### config.mk
export PLATFORM = sky130hd
export DESIGN_NAME = zcs_gate_pair
export DESIGN_NICKNAME = d
export VERILOG_FILES = /design/src/rtl/zcs_gate_pkg.sv /design/src/rtl/zcs_in_sync.sv /design/src/rtl/zcs_aux_timer.sv /design/src/rtl/zcs_main_seq.sv /design/src/rtl/zcs_gate_pair.sv
export SDC_FILE = /design/constraint.sdc
export NUM_CORES = 1
export LEC_CHECK = 0
export ABC_AREA = 1
export CAP_MARGIN = 20
export CORE_MARGIN = 1
export CORE_UTILIZATION = 45
export CTS_BUF_LIST = sky130_fd_sc_hd__clkbuf_8
export CTS_CLUSTER_DIAMETER = 150
export CTS_CLUSTER_SIZE = 40
export DETAILED_ROUTE_END_ITERATION = 6
export GPL_TIMING_DRIVEN = 0
export HOLD_SLACK_MARGIN = 0.15
export MAX_ROUTING_LAYER = met4
export SLEW_MARGIN = 20
export SYNTH_ARGS = -nofsm -noshare
export SYNTH_HDL_FRONTEND = slang
export SYNTH_SLANG_ARGS = --single-unit
export TNS_END_PERCENT = 10
### constraint.sdc
create_clock -name clk -period 3.7 [get_ports clk]
set_clock_uncertainty 0.15 [all_clocks]
set_input_delay 1.11 -clock clk [delete_from_list [all_inputs] [get_ports clk]]
set_output_delay 1.11 -clock clk [all_outputs]
set_load 0.005 [all_outputs]
### src/rtl/zcs_gate_pkg.sv
package zcs_gate_pkg;

  typedef enum logic [1:0] {
    MS_IDLE    = 2'd0,
    MS_CONDUCT = 2'd1,
    MS_OVERLAP = 2'd2
  } main_state_e;

  function automatic int unsigned duty_cap(input int unsigned period,
                                           input int unsigned num,
                                           input int unsigned den);
    return (period * num) / den;
  endfunction

endpackage

### src/rtl/zcs_in_sync.sv
module zcs_in_sync #(
  parameter int STAGES = 2
) (
  input  logic clk,
  input  logic rst,
  input  logic async_in,
  output logic lvl,
  output logic rise
);
  // STAGES synchroniser flops plus one history flop for the edge detect
  logic [STAGES:0] chain;

  always_ff @(posedge clk) begin
    if (rst) chain <= '0;
    else     chain <= {chain[STAGES-1:0], async_in};
  end

  assign lvl  = chain[STAGES-1];
  assign rise = chain[STAGES-1] & ~chain[STAGES];
endmodule

### src/rtl/zcs_aux_timer.sv
module zcs_aux_timer #(
  parameter int CW = 8
) (
  input  logic          clk,
  input  logic          rst,
  input  logic          run,
  input  logic          fire,
  input  logic [CW-1:0] len,
  output logic          gate_aux
);
  logic [CW-1:0] left;

  always_ff @(posedge clk) begin
    if (rst || !run) begin
      gate_aux <= 1'b0;
      left     <= '0;
    end else if (fire) begin
      gate_aux <= 1'b1;
      left     <= len;
    end else if (gate_aux) begin
      if (left == CW'(1)) gate_aux <= 1'b0;
      left <= left - CW'(1);
    end
  end
endmodule

### src/rtl/zcs_main_seq.sv
module zcs_main_seq
  import zcs_gate_pkg::*;
#(
  parameter int CW     = 8,
  parameter int OW     = 11,
  parameter int MIN_ON = 150,
  parameter int MAX_ON = 1363
) (
  input  logic          clk,
  input  logic          rst,
  input  logic          run,
  input  logic          lvl,
  input  logic          rise,
  input  logic          aux_busy,
  input  logic [CW-1:0] stretch,
  output logic          gate_main,
  output logic          commit
);
  localparam int SW = ((OW > CW) ? OW : CW) + 1;

  main_state_e   st;
  logic [OW-1:0] on_cnt;
  logic [CW-1:0] ovl_left;
  logic          pend;

  // projected main high time if the turn-off sequence starts now
  logic [SW-1:0] reach;
  logic          min_met, cap_hit, start;

  assign reach   = SW'(on_cnt) + SW'(stretch);
  assign min_met = reach >= SW'(MIN_ON);
  assign cap_hit = reach >= SW'(MAX_ON);
  assign commit  = (st == MS_CONDUCT) && min_met && (!lvl || cap_hit);
  assign start   = (st == MS_IDLE) && (rise || pend) && lvl && !aux_busy;

  always_ff @(posedge clk) begin
    if (rst || !run) begin
      st        <= MS_IDLE;
      on_cnt    <= '0;
      ovl_left  <= '0;
      pend      <= 1'b0;
      gate_main <= 1'b0;
    end else begin
      if (!lvl || start) pend <= 1'b0;
      else if (rise)     pend <= 1'b1;
      unique case (st)
        MS_IDLE: begin
          if (start) begin
            st        <= MS_CONDUCT;
            gate_main <= 1'b1;
            on_cnt    <= OW'(1);
          end
        end
        MS_CONDUCT: begin
          on_cnt <= on_cnt + OW'(1);
          if (commit) begin
            st       <= MS_OVERLAP;
            ovl_left <= stretch;
          end
        end
        MS_OVERLAP: begin
          on_cnt <= on_cnt + OW'(1);
          if (ovl_left == CW'(1)) begin
            st        <= MS_IDLE;
            gate_main <= 1'b0;
          end else begin
            ovl_left <= ovl_left - CW'(1);
          end
        end
        default: st <= MS_IDLE;
      endcase
    end
  end

  // a main pulse never begins while the auxiliary gate is still on
  a_r6_start_after_aux: assert property (@(posedge clk) disable iff (rst)
    $rose(gate_main) |-> !$past(aux_busy));
endmodule

### src/rtl/zcs_gate_pair.sv
module zcs_gate_pair
  import zcs_gate_pkg::*;
#(
  parameter int CW          = 8,
  parameter int PERIOD_CYC  = 1515,
  parameter int DUTY_NUM    = 9,
  parameter int DUTY_DEN    = 10,
  parameter int MIN_ON_CYC  = 150,
  parameter int SYNC_STAGES = 2
) (
  input  logic          clk,
  input  logic          rst,
  input  logic          en,
  input  logic          pwm_in,
  input  logic [CW-1:0] stretch_cyc,
  input  logic [CW-1:0] aux_cyc,
  output logic          gate_main,
  output logic          gate_aux,
  output logic          config_error
);
  localparam int          MAX_ON   = int'(duty_cap(PERIOD_CYC, DUTY_NUM, DUTY_DEN));
  localparam int          OW       = $clog2(PERIOD_CYC + 1);
  localparam logic [31:0] MAX_ON_W = 32'(MAX_ON);

  logic lvl, rise, commit, run;

  assign config_error = (stretch_cyc == '0) || (aux_cyc <= stretch_cyc) ||
                        (32'(stretch_cyc) >= MAX_ON_W);
  assign run = en && !config_error;

  zcs_in_sync #(.STAGES(SYNC_STAGES)) u_sync (
    .clk(clk), .rst(rst), .async_in(pwm_in), .lvl(lvl), .rise(rise)
  );

  zcs_main_seq #(.CW(CW), .OW(OW), .MIN_ON(MIN_ON_CYC), .MAX_ON(MAX_ON)) u_main (
    .clk(clk), .rst(rst), .run(run), .lvl(lvl), .rise(rise),
    .aux_busy(gate_aux), .stretch(stretch_cyc),
    .gate_main(gate_main), .commit(commit)
  );

  zcs_aux_timer #(.CW(CW)) u_aux (
    .clk(clk), .rst(rst), .run(run), .fire(commit), .len(aux_cyc),
    .gate_aux(gate_aux)
  );

  // length of the current main high run, for the duty cap check
  logic [OW:0] hi_run;
  always_ff @(posedge clk) begin
    if (rst || !gate_main) hi_run <= '0;
    else                   hi_run <= hi_run + (OW+1)'(1);
  end

  a_r5_duty_cap: assert property (@(posedge clk) disable iff (rst)
    gate_main |-> (hi_run < (OW+1)'(MAX_ON)));

  a_r3_aux_covers_fall: assert property (@(posedge clk) disable iff (rst)
    ($fell(gate_main) && $past(run)) |-> gate_aux);

  a_r3_aux_under_main: assert property (@(posedge clk) disable iff (rst)
    $rose(gate_aux) |-> gate_main);

  a_r8_cfg_gates_low: assert property (@(posedge clk) disable iff (rst)
    config_error |=> (!gate_main && !gate_aux));

  a_r9_disable_gates_low: assert property (@(posedge clk) disable iff (rst)
    !en |=> (!gate_main && !gate_aux));
endmodule

### Word level (Yosys, flattened, before mapping)

Index checks and enable logic that the tools add are counted.

* flip-flop bits (word level): 35
* output and inout port bits: 3

* $add $sub $neg: 4
* order comparisons: 3
* eq/ne operators: 8
* muxes and demuxes: 17
* bitwise operators: 2
* reductions and logical operators: 27

Operators with widths (count)
* 8-bit two-way mux: 4
* 11-bit case mux with 2 select lines: 1
* 8-bit by 1-bit equality test with 1-bit output, second input constant: 2
* 8-bit case mux with 2 select lines: 1
* 8-bit by 1-bit subtractor with 8-bit output, second input constant: 2
* 11-bit by 8-bit adder with 12-bit output: 1
* 12-bit by 11-bit greater-or-equal comparator with 1-bit output, second input constant: 1
* 12-bit by 8-bit greater-or-equal comparator with 1-bit output, second input constant: 1
* 11-bit by 1-bit adder with 11-bit output, second input constant: 1
* 11-bit two-way mux: 1
* 3-bit AND reduction: 3
* 8-bit less-or-equal comparator: 1
* 8-bit logical NOT: 1
* 2-bit nonzero test: 4
* 1-bit logical AND: 6
* 2-bit two-way mux: 3
* 2-bit case mux with 3 select lines: 1
* 1-bit logical OR: 5
* 1-bit two-way mux: 5
* 1-bit logical NOT: 4
* 2-bit by 1-bit inequality test with 1-bit output, second input constant: 2
* 2-bit inequality test, second input constant: 2
* 2-bit OR reduction: 2
* 2-bit by 1-bit equality test with 1-bit output, second input constant: 1
* other kinds (6): 6

### Longest topological paths before layout

Gate-level depths: netlist of the first run.

* depth after elaboration: 8
* gate-level depth with buffers: 22

### By module

A second synthesis of the first run with hierarchy kept.

* cells, all modules: 492
* area, all modules: 2986.6 sq um

Modules (own cells, without submodules)
* zcs_main_seq: instances 1, cells an instance 346, area an instance 2073.2 sq um
* zcs_aux_timer: instances 1, cells an instance 91, area an instance 566.8 sq um
* zcs_gate_pair: instances 1, cells an instance 45, area an instance 260.2 sq um
* zcs_in_sync: instances 1, cells an instance 10, area an instance 86.3 sq um

### Least setup slack after synthesis of the first run

OpenSTA, ideal clock, no wires.

* path type: input -> output
* start point: input port stretch_cyc[1]
* end point: output port config_error
* data arrival time: 1.986 ns
* path slack: 0.454 ns
* stages on the path: 7
* path buffers: 0
* cells stage by stage: inv_1 -> ha_1 -> inv_1 -> o21bai_1 -> a221oi_1 -> o211ai_1 -> nand2_1

* cells in the longest elaborated chain, start to end: 2
* elaborated cells between the ends (all ways): 3
* classes of those cells: order compare (1); reduce/logical (2)

Ends and longest elaborated chain
* from (decl): line zcs_gate_pair.sv:15 `input logic [CW-1:0] stretch_cyc,`
* 8-bit less-or-equal comparator / 8-bit logical NOT (equally long branches): line zcs_gate_pair.sv:27 `assign config_error = (stretch_cyc == '0) || (aux_cyc <= stretch_cyc) ||`
* 1-bit logical OR (*): line zcs_gate_pair.sv:27
* to (decl): line zcs_gate_pair.sv:19 `output logic config_error`

Mark *: on every way between the ends. The rest lies on a longest branch, timed or not.

### Worst setup path in the final report of the first run

* start point: input port stretch_cyc[7]
* end point: output port config_error

The elaborated chain is that of the path after synthesis.

==> results of run 1 <==
## placed cells by master (no fill, tap or decap), drive strengths merged, types with 7 or more instances in the layout
| master | count |
|---|---|
| a21oi | 34 |
| buf | 8 |
| clkbuf | 12 |
| dfxtp | 35 |
| dlygate4sd2 | 7 |
| ha | 25 |
| inv | 73 |
| nand2 | 122 |
| nand3 | 44 |
| nor2 | 50 |
| nor3 | 14 |
| o21ai | 20 |
## cells in the mapped netlist
cell type,instances
sky130_fd_sc_hd__a211oi_1,1
sky130_fd_sc_hd__a21oi_1,33
sky130_fd_sc_hd__a21oi_2,1
sky130_fd_sc_hd__a221oi_1,1
sky130_fd_sc_hd__a31oi_1,1
sky130_fd_sc_hd__buf_2,2
sky130_fd_sc_hd__buf_6,2
sky130_fd_sc_hd__buf_8,1
sky130_fd_sc_hd__clkbuf_1,3
sky130_fd_sc_hd__clkinv_1,1
sky130_fd_sc_hd__dfxtp_1,35
sky130_fd_sc_hd__fa_1,1
sky130_fd_sc_hd__ha_1,25
sky130_fd_sc_hd__inv_1,71
sky130_fd_sc_hd__inv_2,1
sky130_fd_sc_hd__nand2_1,117
sky130_fd_sc_hd__nand2_2,5
sky130_fd_sc_hd__nand3_1,44
sky130_fd_sc_hd__nand3b_1,2
sky130_fd_sc_hd__nand4_1,3
sky130_fd_sc_hd__nor2_1,50
sky130_fd_sc_hd__nor3_1,13
sky130_fd_sc_hd__nor3_2,1
sky130_fd_sc_hd__nor3b_1,3
sky130_fd_sc_hd__nor4_1,2
sky130_fd_sc_hd__o211ai_1,1
sky130_fd_sc_hd__o21ai_0,17
sky130_fd_sc_hd__o21ai_1,2
sky130_fd_sc_hd__o21ai_2,1
sky130_fd_sc_hd__o21bai_1,1
sky130_fd_sc_hd__or2_2,3
sky130_fd_sc_hd__xnor2_1,5
sky130_fd_sc_hd__xor2_1,5
## per-layer routing
metal	vias up	track usage, %
met5	-	-
met4	0	4.29
met3	4	3.71
met2	42	35.8
met1	1243	32.3
li1	1508	-
## stage by stage
stage	cell area [um2]	power, mW	hold slack, ns	utilization, %
floorplan	2810	0.448	0.238	-
global placement	3120	0.495	0.243	52.5
detailed placement	3120	0.496	0.254	52.5
CTS	3250	0.861	0.268	54.6
global route	3250	0.895	0.315	54.6
finish	3250	0.855	0.263	54.6
## kinds of logic (layout without fill, tap and decap cells)
logic type / after synthesis / in the layout / share of synthesized area [%]
AO/OA/AOI/OAI: 59 / 59 / 11.2
XOR/XNOR: 10 / 10 / 3.12
adder cells (fa/ha/maj): 26 / 26 / 11.8
buffers and inverters: 81 / 112 / 11.8
flip-flops: 35 / 35 / 24.9
AND/OR/NAND/NOR: 243 / 243 / 37.0
## worst reg2reg max path: cells and delay by family (launching register included)
kind	cells	cell delay, ns
flops	1	0.42
fa+ha+maj	2	0.65
buf+inv	5	0.45
simple gates	15	1.10
## area by class of cell
cell class | instances | area [um2] | area share [%]
sequential | 35 | 701 | 21.5
clock buffer | 5 | 68.8 | 2.11
buffer | 8 | 58.8 | 1.81
timing repair buffer | 23 | 191 | 5.88
inverter | 73 | 274 | 8.42
multi-input combinational | 338 | 1820 | 55.9
tap | 75 | 93.8 | 2.88
clock inverter | 3 | 47.5 | 1.46
## report_power, final
| group | leakage (nW) | total (mW) | switching (mW) | internal (mW) |
|---|---|---|---|---|
| registers | 0.282 | 0.380 | 0.00142 | 0.378 |
| logic | 1.18 | 0.108 | 0.0641 | 0.0442 |
| clock network | 0.0587 | 0.367 | 0.162 | 0.204 |
## flip-flops by register name, indices dropped and copies added, names as in the netlist
| name | cells |
|---|---|
| u_aux.gate_aux | 1 |
| u_sync.chain | 3 |
| u_aux.left | 8 |
| u_main.st | 2 |
| u_main.ovl_left | 8 |
| u_main.pend | 1 |
| u_main.on_cnt | 11 |
| u_main.gate_main | 1 |
## worst max-delay path by stage
| stage | endpoint | slack [ns] | depth (start not counted) |
|---|---|---|---|
| detailed placement | config_error | -0.85 | 9 |
| floorplan | config_error | 0.45 | 7 |
| global route | config_error | -0.02 | 9 |
| global placement | config_error | -0.85 | 9 |
| CTS | config_error | 0.0008 | 9 |
| finish | config_error | 0.05 | 9 |
## what timing repair did
| item | 4_1_cts | 5_1_grt |
|---|---|---|
| cloned | 0 | 0 |
| endpoints found under the setup margin | 29 | 29 |
| gates resized for setup | 36 | 11 |
| pin swaps | 6 | 3 |
| buffers inserted | 1 | 0 |
==> impl_results.rst, run 1 <==
.. list-table::
   :header-rows: 1

   * - Metric
     - Value
   * - Initial DRT Pass Iterations
     - 4
   * - Full die area
     - 0.00657 mm2
   * - Total Neg Setup Slack
     - 0 ns
   * - Critical-path cell with the highest stage delay
     - sky130_fd_sc_hd__ha_1
   * - Routed WL
     - 6.88 mm
   * - Longest Clk Path Bufs
     - 2
   * - Number of instances in the synthesized netlist
     - between 400 and 500
   * - Antenna violations before repair
     - 0
   * - Number of cells traversed by the worst register-to-register path
     - 22
   * - Dominant cell type by area after synthesis
     - sky130_fd_sc_hd__dfxtp_1
   * - FMAX
     - 0.274 GHz
   * - Synthesized Nets
     - 500
   * - Number of vias per cell after detailed routing
     - 4.99
   * - Final setup violating endpoints
     - 0
   * - Number of nets in the layout
     - 530
   * - Share of post-route cells with drive strength above 1
     - 8.87%
   * - Critical path data required time
     - 2.44 ns
   * - Relative slew slack
     - 65.8%
   * - Post-Layout Cell Count
     - 560
   * - Count of maximum capacitance violations
     - 0
   * - Reg clk slew, reported paths
     - 0.08 ns
   * - Total grt overflow
     - 0
   * - Worst-path fanout max
     - 4
   * - Via count of the first global-routing pass
     - 2422
   * - Placed wire-length estimate
     - 5.38 mm
   * - Worst setup startpoint
     - stretch_cyc[7]
   * - Layout area overhead
     - 15.8%
   * - Category of the worst setup path launch point
     - input pin
   * - Hold buffers post-CTS
     - 0
   * - Area inside the core boundary
     - 0.00596 mm2
   * - Effective utilization at floorplan
     - 47.2%
   * - Series of cell instances along the critical path
     - clkdlybuf4s15_2 -> inv_1 -> ha_1 -> nand2_1 -> inv_1 -> nand3_2 -> o211ai_1 -> nand2_1 -> buf_2
   * - Uppermost layer routed
     - met4
   * - Clock Latency Late Sink
     - 0.30 ns
   * - Setup slack on the worst flop-to-flop path
     - about 0.79 ns
   * - Total I/O pin count
     - 23
   * - Count of filler cells inserted in the layout
     - 611
   * - Portion of synthesized cell area occupied by the leading cell type
     - 24.9%
   * - Level count of the clock H-tree
     - 2
   * - Port bufs
     - 22
   * - Detailed-routed wire length on met2
     - between 2 and 3 mm
   * - Yosys warning total
     - 0
   * - Longest individual stage delay on the worst path
     - ~0.28 ns
   * - Startpoint of the lowest-slack hold path
     - u_sync.chain[0]
   * - Hold Path Sink
     - u_sync.chain[1]
   * - Minimum setup slack in the final design
     - ~0.047 ns
   * - Sum of met3 wire segment lengths after detailed routing
     - 212 um
   * - R2R Path End
     - u_aux.left[3]
   * - Number of buffers created by CTS
     - 5
   * - Number of design rule violations left after detail routing
     - 0
   * - Leakage power summed over all cells
     - ~1.5 nW
   * - Clock root buffer
     - sky130_fd_sc_hd__clkbuf_8
   * - Actual slew at the worst max-slew pin
     - slightly above 0.5 ns
   * - Chip Width
     - 81.0 um
   * - Diodes inserted
     - 0
   * - Synth Register Bits
     - 35
   * - Vias post-DR
     - 2797
   * - Launch instance of the worst register-to-register path
     - u_main.on_cnt[0]
   * - Clock tree from TritonCTS
     - built
   * - DRT antenna net count
     - 0
   * - Clk sinks
     - 35
   * - Mean area per synthesized cell
     - 6.19 um2
   * - Family of cells with the greatest summed delay on the critical path
     - buffers and inverters
   * - Last weighted congestion value of the routability-driven placer
     - 0.872
   * - Total routing resource utilization after global routing
     - 23.3%
   * - Highest ir drop seen on vdd
     - about 0.00019 V
   * - Final critical-path share of the clock period
     - 98.7%
   * - Setup repair after global routing missed its margin
     - yes
   * - Ratio of total power to cell area
     - between 200 and 300 mW/mm2
   * - Syn Std Cell Area
     - 0.00281 mm2
   * - Critical path arrival
     - 2.39 ns
   * - Wire length of the first global-routing pass
     - 11.4 mm
   * - Sequential share of the synthesized area
     - 24.9%
   * - Number of library cell types mapped by synthesis
     - 33
   * - Height of the die
     - 81.0 um
   * - Cell depth of the worst hold path
     - 2
   * - Category of the critical setup timing path
     - input pin to primary output
   * - Outcome
     - finished, final reports clean
   * - Max-slew violation count
     - 0
   * - Post-detailed-route wirelength per cell
     - 12.3 um
   * - Leading post-synthesis cells by cell area
     - sky130_fd_sc_hd__dfxtp_1 (25%), sky130_fd_sc_hd__nand2_1 (16%), sky130_fd_sc_hd__ha_1 (11%), sky130_fd_sc_hd__inv_1 (9.5%), sky130_fd_sc_hd__nand3_1 (7.8%)
   * - Routed length on met1
     - 3.66 mm
   * - Hold violation count in the final report
     - 0
   * - Worst hold path class
     - flip-flop to flip-flop
   * - Number of placed instances, taps included
     - approximately 550
   * - Number of placement rows
     - 28
   * - Starting DRT DRC Count
     - 144
   * - Time the final worst path needs with I/O delays and setup
     - 3.65 ns
   * - Critical path buffer and inverter count
     - 4
   * - Worst setup EP type
     - primary output
   * - Largest net degree at the start of global routing
     - 14
   * - Place WS
     - -0.854 ns
Note: power is estimated with default switching activity, not from simulation.
==> run 2: changes to the inputs <==
--- a/config.mk
+++ b/config.mk
@@ -7,13 +7,13 @@
 export LEC_CHECK = 0
 export ABC_AREA = 1
 export CAP_MARGIN = 20
+export CORE_ASPECT_RATIO = 1.4
 export CORE_MARGIN = 1
 export CORE_UTILIZATION = 45
 export CTS_BUF_LIST = sky130_fd_sc_hd__clkbuf_8
 export CTS_CLUSTER_DIAMETER = 150
 export CTS_CLUSTER_SIZE = 40
 export DETAILED_ROUTE_END_ITERATION = 6
-export GPL_TIMING_DRIVEN = 0
 export HOLD_SLACK_MARGIN = 0.15
 export MAX_ROUTING_LAYER = met4
 export SLEW_MARGIN = 20
==> run 2 against run 1 <==
  * Total power grew 7.1%
  * Final area up 7.4%
  * Sequential share of layout area down 1.5 points
  * Sequential power hardly changed
  * Core utilization rose by 4.1 points
  * Clock-buffer cell count is the same
  * Setup slack improved by 0.014 ns
  * Largest cell class unchanged
==> impl_results.rst, run 2 (synthesis results as in run 1) <==
.. list-table::
   :header-rows: 1

   * - Metric
     - Value
   * - Outcome
     - finished, final reports clean
   * - Clock Latency Late Sink
     - ~0.29 ns
   * - Worst hold path class
     - flip-flop to flip-flop
   * - Critical path data required time
     - approximately 2.4 ns
   * - Leading registers by flop count
     - u_main.on_cnt: 11 flops, u_aux.left: 8 flops, u_main.ovl_left: 8 flops
   * - Leakage power summed over all cells
     - roughly 1.7 nW
   * - Setup slack on the worst flop-to-flop path
     - 0.89 ns
   * - Minimum setup slack in the final design
     - 0.0605 ns
   * - Total grt overflow
     - 0
   * - Critical-path cell with the highest stage delay
     - sky130_fd_sc_hd__dlygate4sd2_1
   * - Share of post-route cells with drive strength above 1
     - 12.4%
   * - Height of the die
     - 95.5 um
   * - Register with the most flip-flops
     - u_main.on_cnt
   * - Worst setup EP type
     - primary output
   * - Max FFs per register
     - 11
   * - Setup repair after global routing missed its margin
     - yes
   * - Category of the critical setup timing path
     - input pin to primary output
   * - Wire length of the first global-routing pass
     - 11.7 mm
   * - Clk sinks
     - 35
   * - Launch instance of the worst register-to-register path
     - u_main.on_cnt[0]
   * - Time the final worst path needs with I/O delays and setup
     - 3.64 ns
   * - Final critical-path share of the clock period
     - a little over nine tenths
   * - Startpoint of the lowest-slack hold path
     - u_sync.chain[0]
   * - Longest Clk Path Bufs
     - 2
   * - R2R Path End
     - u_main.ovl_left[2]
   * - Hold Path Sink
     - u_sync.chain[1]
   * - Max-slew violation count
     - 0
   * - Last weighted congestion value of the routability-driven placer
     - 0.910
   * - Actual slew at the worst max-slew pin
     - 0.456 ns
   * - Routed WL
     - 7.18 mm
   * - Hold buffers post-CTS
     - 0
   * - Hold Worst Slack
     - 0.262 ns
   * - Place WS
     - -0.699 ns
   * - Level count of the clock H-tree
     - 2
   * - Initial DRT Pass Iterations
     - 4
   * - Post-detailed-route wirelength per cell
     - 12.4 um
   * - Family of cells with the greatest summed delay on the critical path
     - buffers and inverters
   * - Number of cells traversed by the worst register-to-register path
     - 20
   * - Hold violation count in the final report
     - 0
   * - Post-Layout Cell Count
     - 579
   * - Starting DRT DRC Count
     - 93
   * - Worst-path fanout max
     - 2
   * - Relative slew slack
     - a little over two thirds
   * - Effective utilization at floorplan
     - 47.3%
   * - Largest net degree at the start of global routing
     - 19
   * - Ratio of total power to cell area
     - roughly 260 mW/mm2
   * - Cell depth of the worst hold path
     - 2
   * - Diodes inserted
     - 0
   * - Number of placement rows
     - 33
   * - FMAX
     - 0.275 GHz
   * - Placed wire-length estimate
     - 5.75 mm
   * - Commonest non-fill, non-tap cell in the layout
     - sky130_fd_sc_hd__nand2_1
   * - Total I/O pin count
     - 23
   * - Number of placed instances, taps included
     - 569
   * - Fin area
     - 0.00349 mm2
   * - DRT antenna net count
     - 0
   * - Clock root buffer
     - sky130_fd_sc_hd__clkbuf_8
   * - Most used cells in the layout excluding fill and tap cells
     - sky130_fd_sc_hd__nand2_1 (116), sky130_fd_sc_hd__inv_1 (70), sky130_fd_sc_hd__nor2_1 (50)
   * - Vias post-DR
     - 2928
   * - Reg clk slew, reported paths
     - roughly 0.080 ns
   * - Category of the worst setup path launch point
     - input pin
   * - Total routing resource utilization after global routing
     - 24.4%
   * - Instance area at placement
     - 0.00329 mm2
   * - Highest ir drop seen on vdd
     - 0.000217 V
   * - Critical path arrival
     - between 2 and 2.5 ns
   * - Antenna violations before repair
     - 0
   * - Number of nets in the layout
     - approximately 550
   * - Via count of the first global-routing pass
     - about 2700
   * - End-of-flow core utilization
     - 58.8%
   * - Number of design rule violations left after detail routing
     - 0
   * - Count of maximum capacitance violations
     - 0
   * - Area inside the core boundary
     - 0.00595 mm2
   * - Number of buffers created by CTS
     - 5
   * - Chip Width
     - 68.8 um
   * - Final setup violating endpoints
     - 0
   * - Critical path buffer and inverter count
     - 3
   * - Clock tree from TritonCTS
     - built
   * - Port bufs
     - 22
   * - Series of cell instances along the critical path
     - dlygate4sd2_1 -> ha_4 -> inv_1 -> o21bai_1 -> a221oi_2 -> o211ai_1 -> nand2_1 -> buf_2
   * - Layout area overhead
     - 24.4%
   * - Full die area
     - 0.00657 mm2
   * - Number of vias per cell after detailed routing
     - 5.06
   * - Longest individual stage delay on the worst path
     - 0.28 ns
run 2: routing by layer:
layer / part of all wire [%] / track usage, %
met1: 43 / 26.9
met2: 54 / 44.9
met3: 2.2 / 3.11
met4: 1.0 / 5.95
met5: 0 / -
run 2: final cells by class:
| type | count | area (um2) |
|---|---|---|
| fill | 621 | 2450 |
| multi-input combinational | 338 | 1830 |
| sequential | 35 | 701 |
| timing repair buffer | 55 | 472 |
| inverter | 73 | 274 |
| tap | 70 | 87.6 |
| clock buffer | 5 | 68.8 |
| clock inverter | 3 | 63.8 |
run 2: worst max path at each step:
stage                         startpoint            to  cells past startpoint
after global placement    stretch_cyc[3]  config_error                      9
after global routing      stretch_cyc[2]  config_error                      9
after CTS                 stretch_cyc[2]  config_error                      9
after floorplan           stretch_cyc[1]  config_error                      7
final                         aux_cyc[1]  config_error                      8
after detailed placement  stretch_cyc[3]  config_error                      9
run 2: worst reg2reg max path, cell delays in order (launching register included):
cell	delay (ns)
sky130_fd_sc_hd__dfxtp_1	0.43
sky130_fd_sc_hd__ha_1	0.21
sky130_fd_sc_hd__inv_1	0.06
sky130_fd_sc_hd__fa_1	0.37
sky130_fd_sc_hd__inv_1	0.08
sky130_fd_sc_hd__nand3_1	0.10
sky130_fd_sc_hd__nand2_2	0.12
sky130_fd_sc_hd__nand2_2	0.07
sky130_fd_sc_hd__nand2_2	0.08
sky130_fd_sc_hd__nand2_1	0.05
sky130_fd_sc_hd__nand2_1	0.08
sky130_fd_sc_hd__nand3_1	0.08
sky130_fd_sc_hd__nor2_1	0.11
sky130_fd_sc_hd__nand2_1	0.06
sky130_fd_sc_hd__nand2_1	0.10
sky130_fd_sc_hd__nand2_4	0.09
sky130_fd_sc_hd__nand2_2	0.10
sky130_fd_sc_hd__buf_4	0.16
sky130_fd_sc_hd__nand3_1	0.07
sky130_fd_sc_hd__nand2_1	0.08
sky130_fd_sc_hd__nor2_1	0.04
run 2: per-stage QoR:
step	power (mW)	setup TNS (ns)
3_3_place_gp	0.515	-6.65
6_report	0.916	0
4_1_cts	0.921	0
3_5_place_dp	0.516	-7.17
5_1_grt	0.956	-0.0695
2_1_floorplan	0.448	0
run 2: power by group:
group	internal, mW	switching [mW]	leakage, nW
sequential	0.378	0.00148	0.282
clock	0.267	0.143	0.0695
combinational	0.0593	0.0667	1.34
run 2: repair_timing:
action,in CTS,in global routing
buffers inserted,0,1
pin swaps,6,4
gates cloned,0,1
gates resized for setup,27,8
endpoints found under the setup margin,17,16
==> run 3: changes to the inputs <==
--- a/config.mk
+++ b/config.mk
@@ -16,7 +16,6 @@
 export DETAILED_ROUTE_END_ITERATION = 6
 export HOLD_SLACK_MARGIN = 0.15
 export MAX_ROUTING_LAYER = met4
-export SLEW_MARGIN = 20
 export SYNTH_ARGS = -nofsm -noshare
 export SYNTH_HDL_FRONTEND = slang
 export SYNTH_SLANG_ARGS = --single-unit
==> results of run 3 <==
The final DEF is identical to that of run 2; final timing and power are the same.
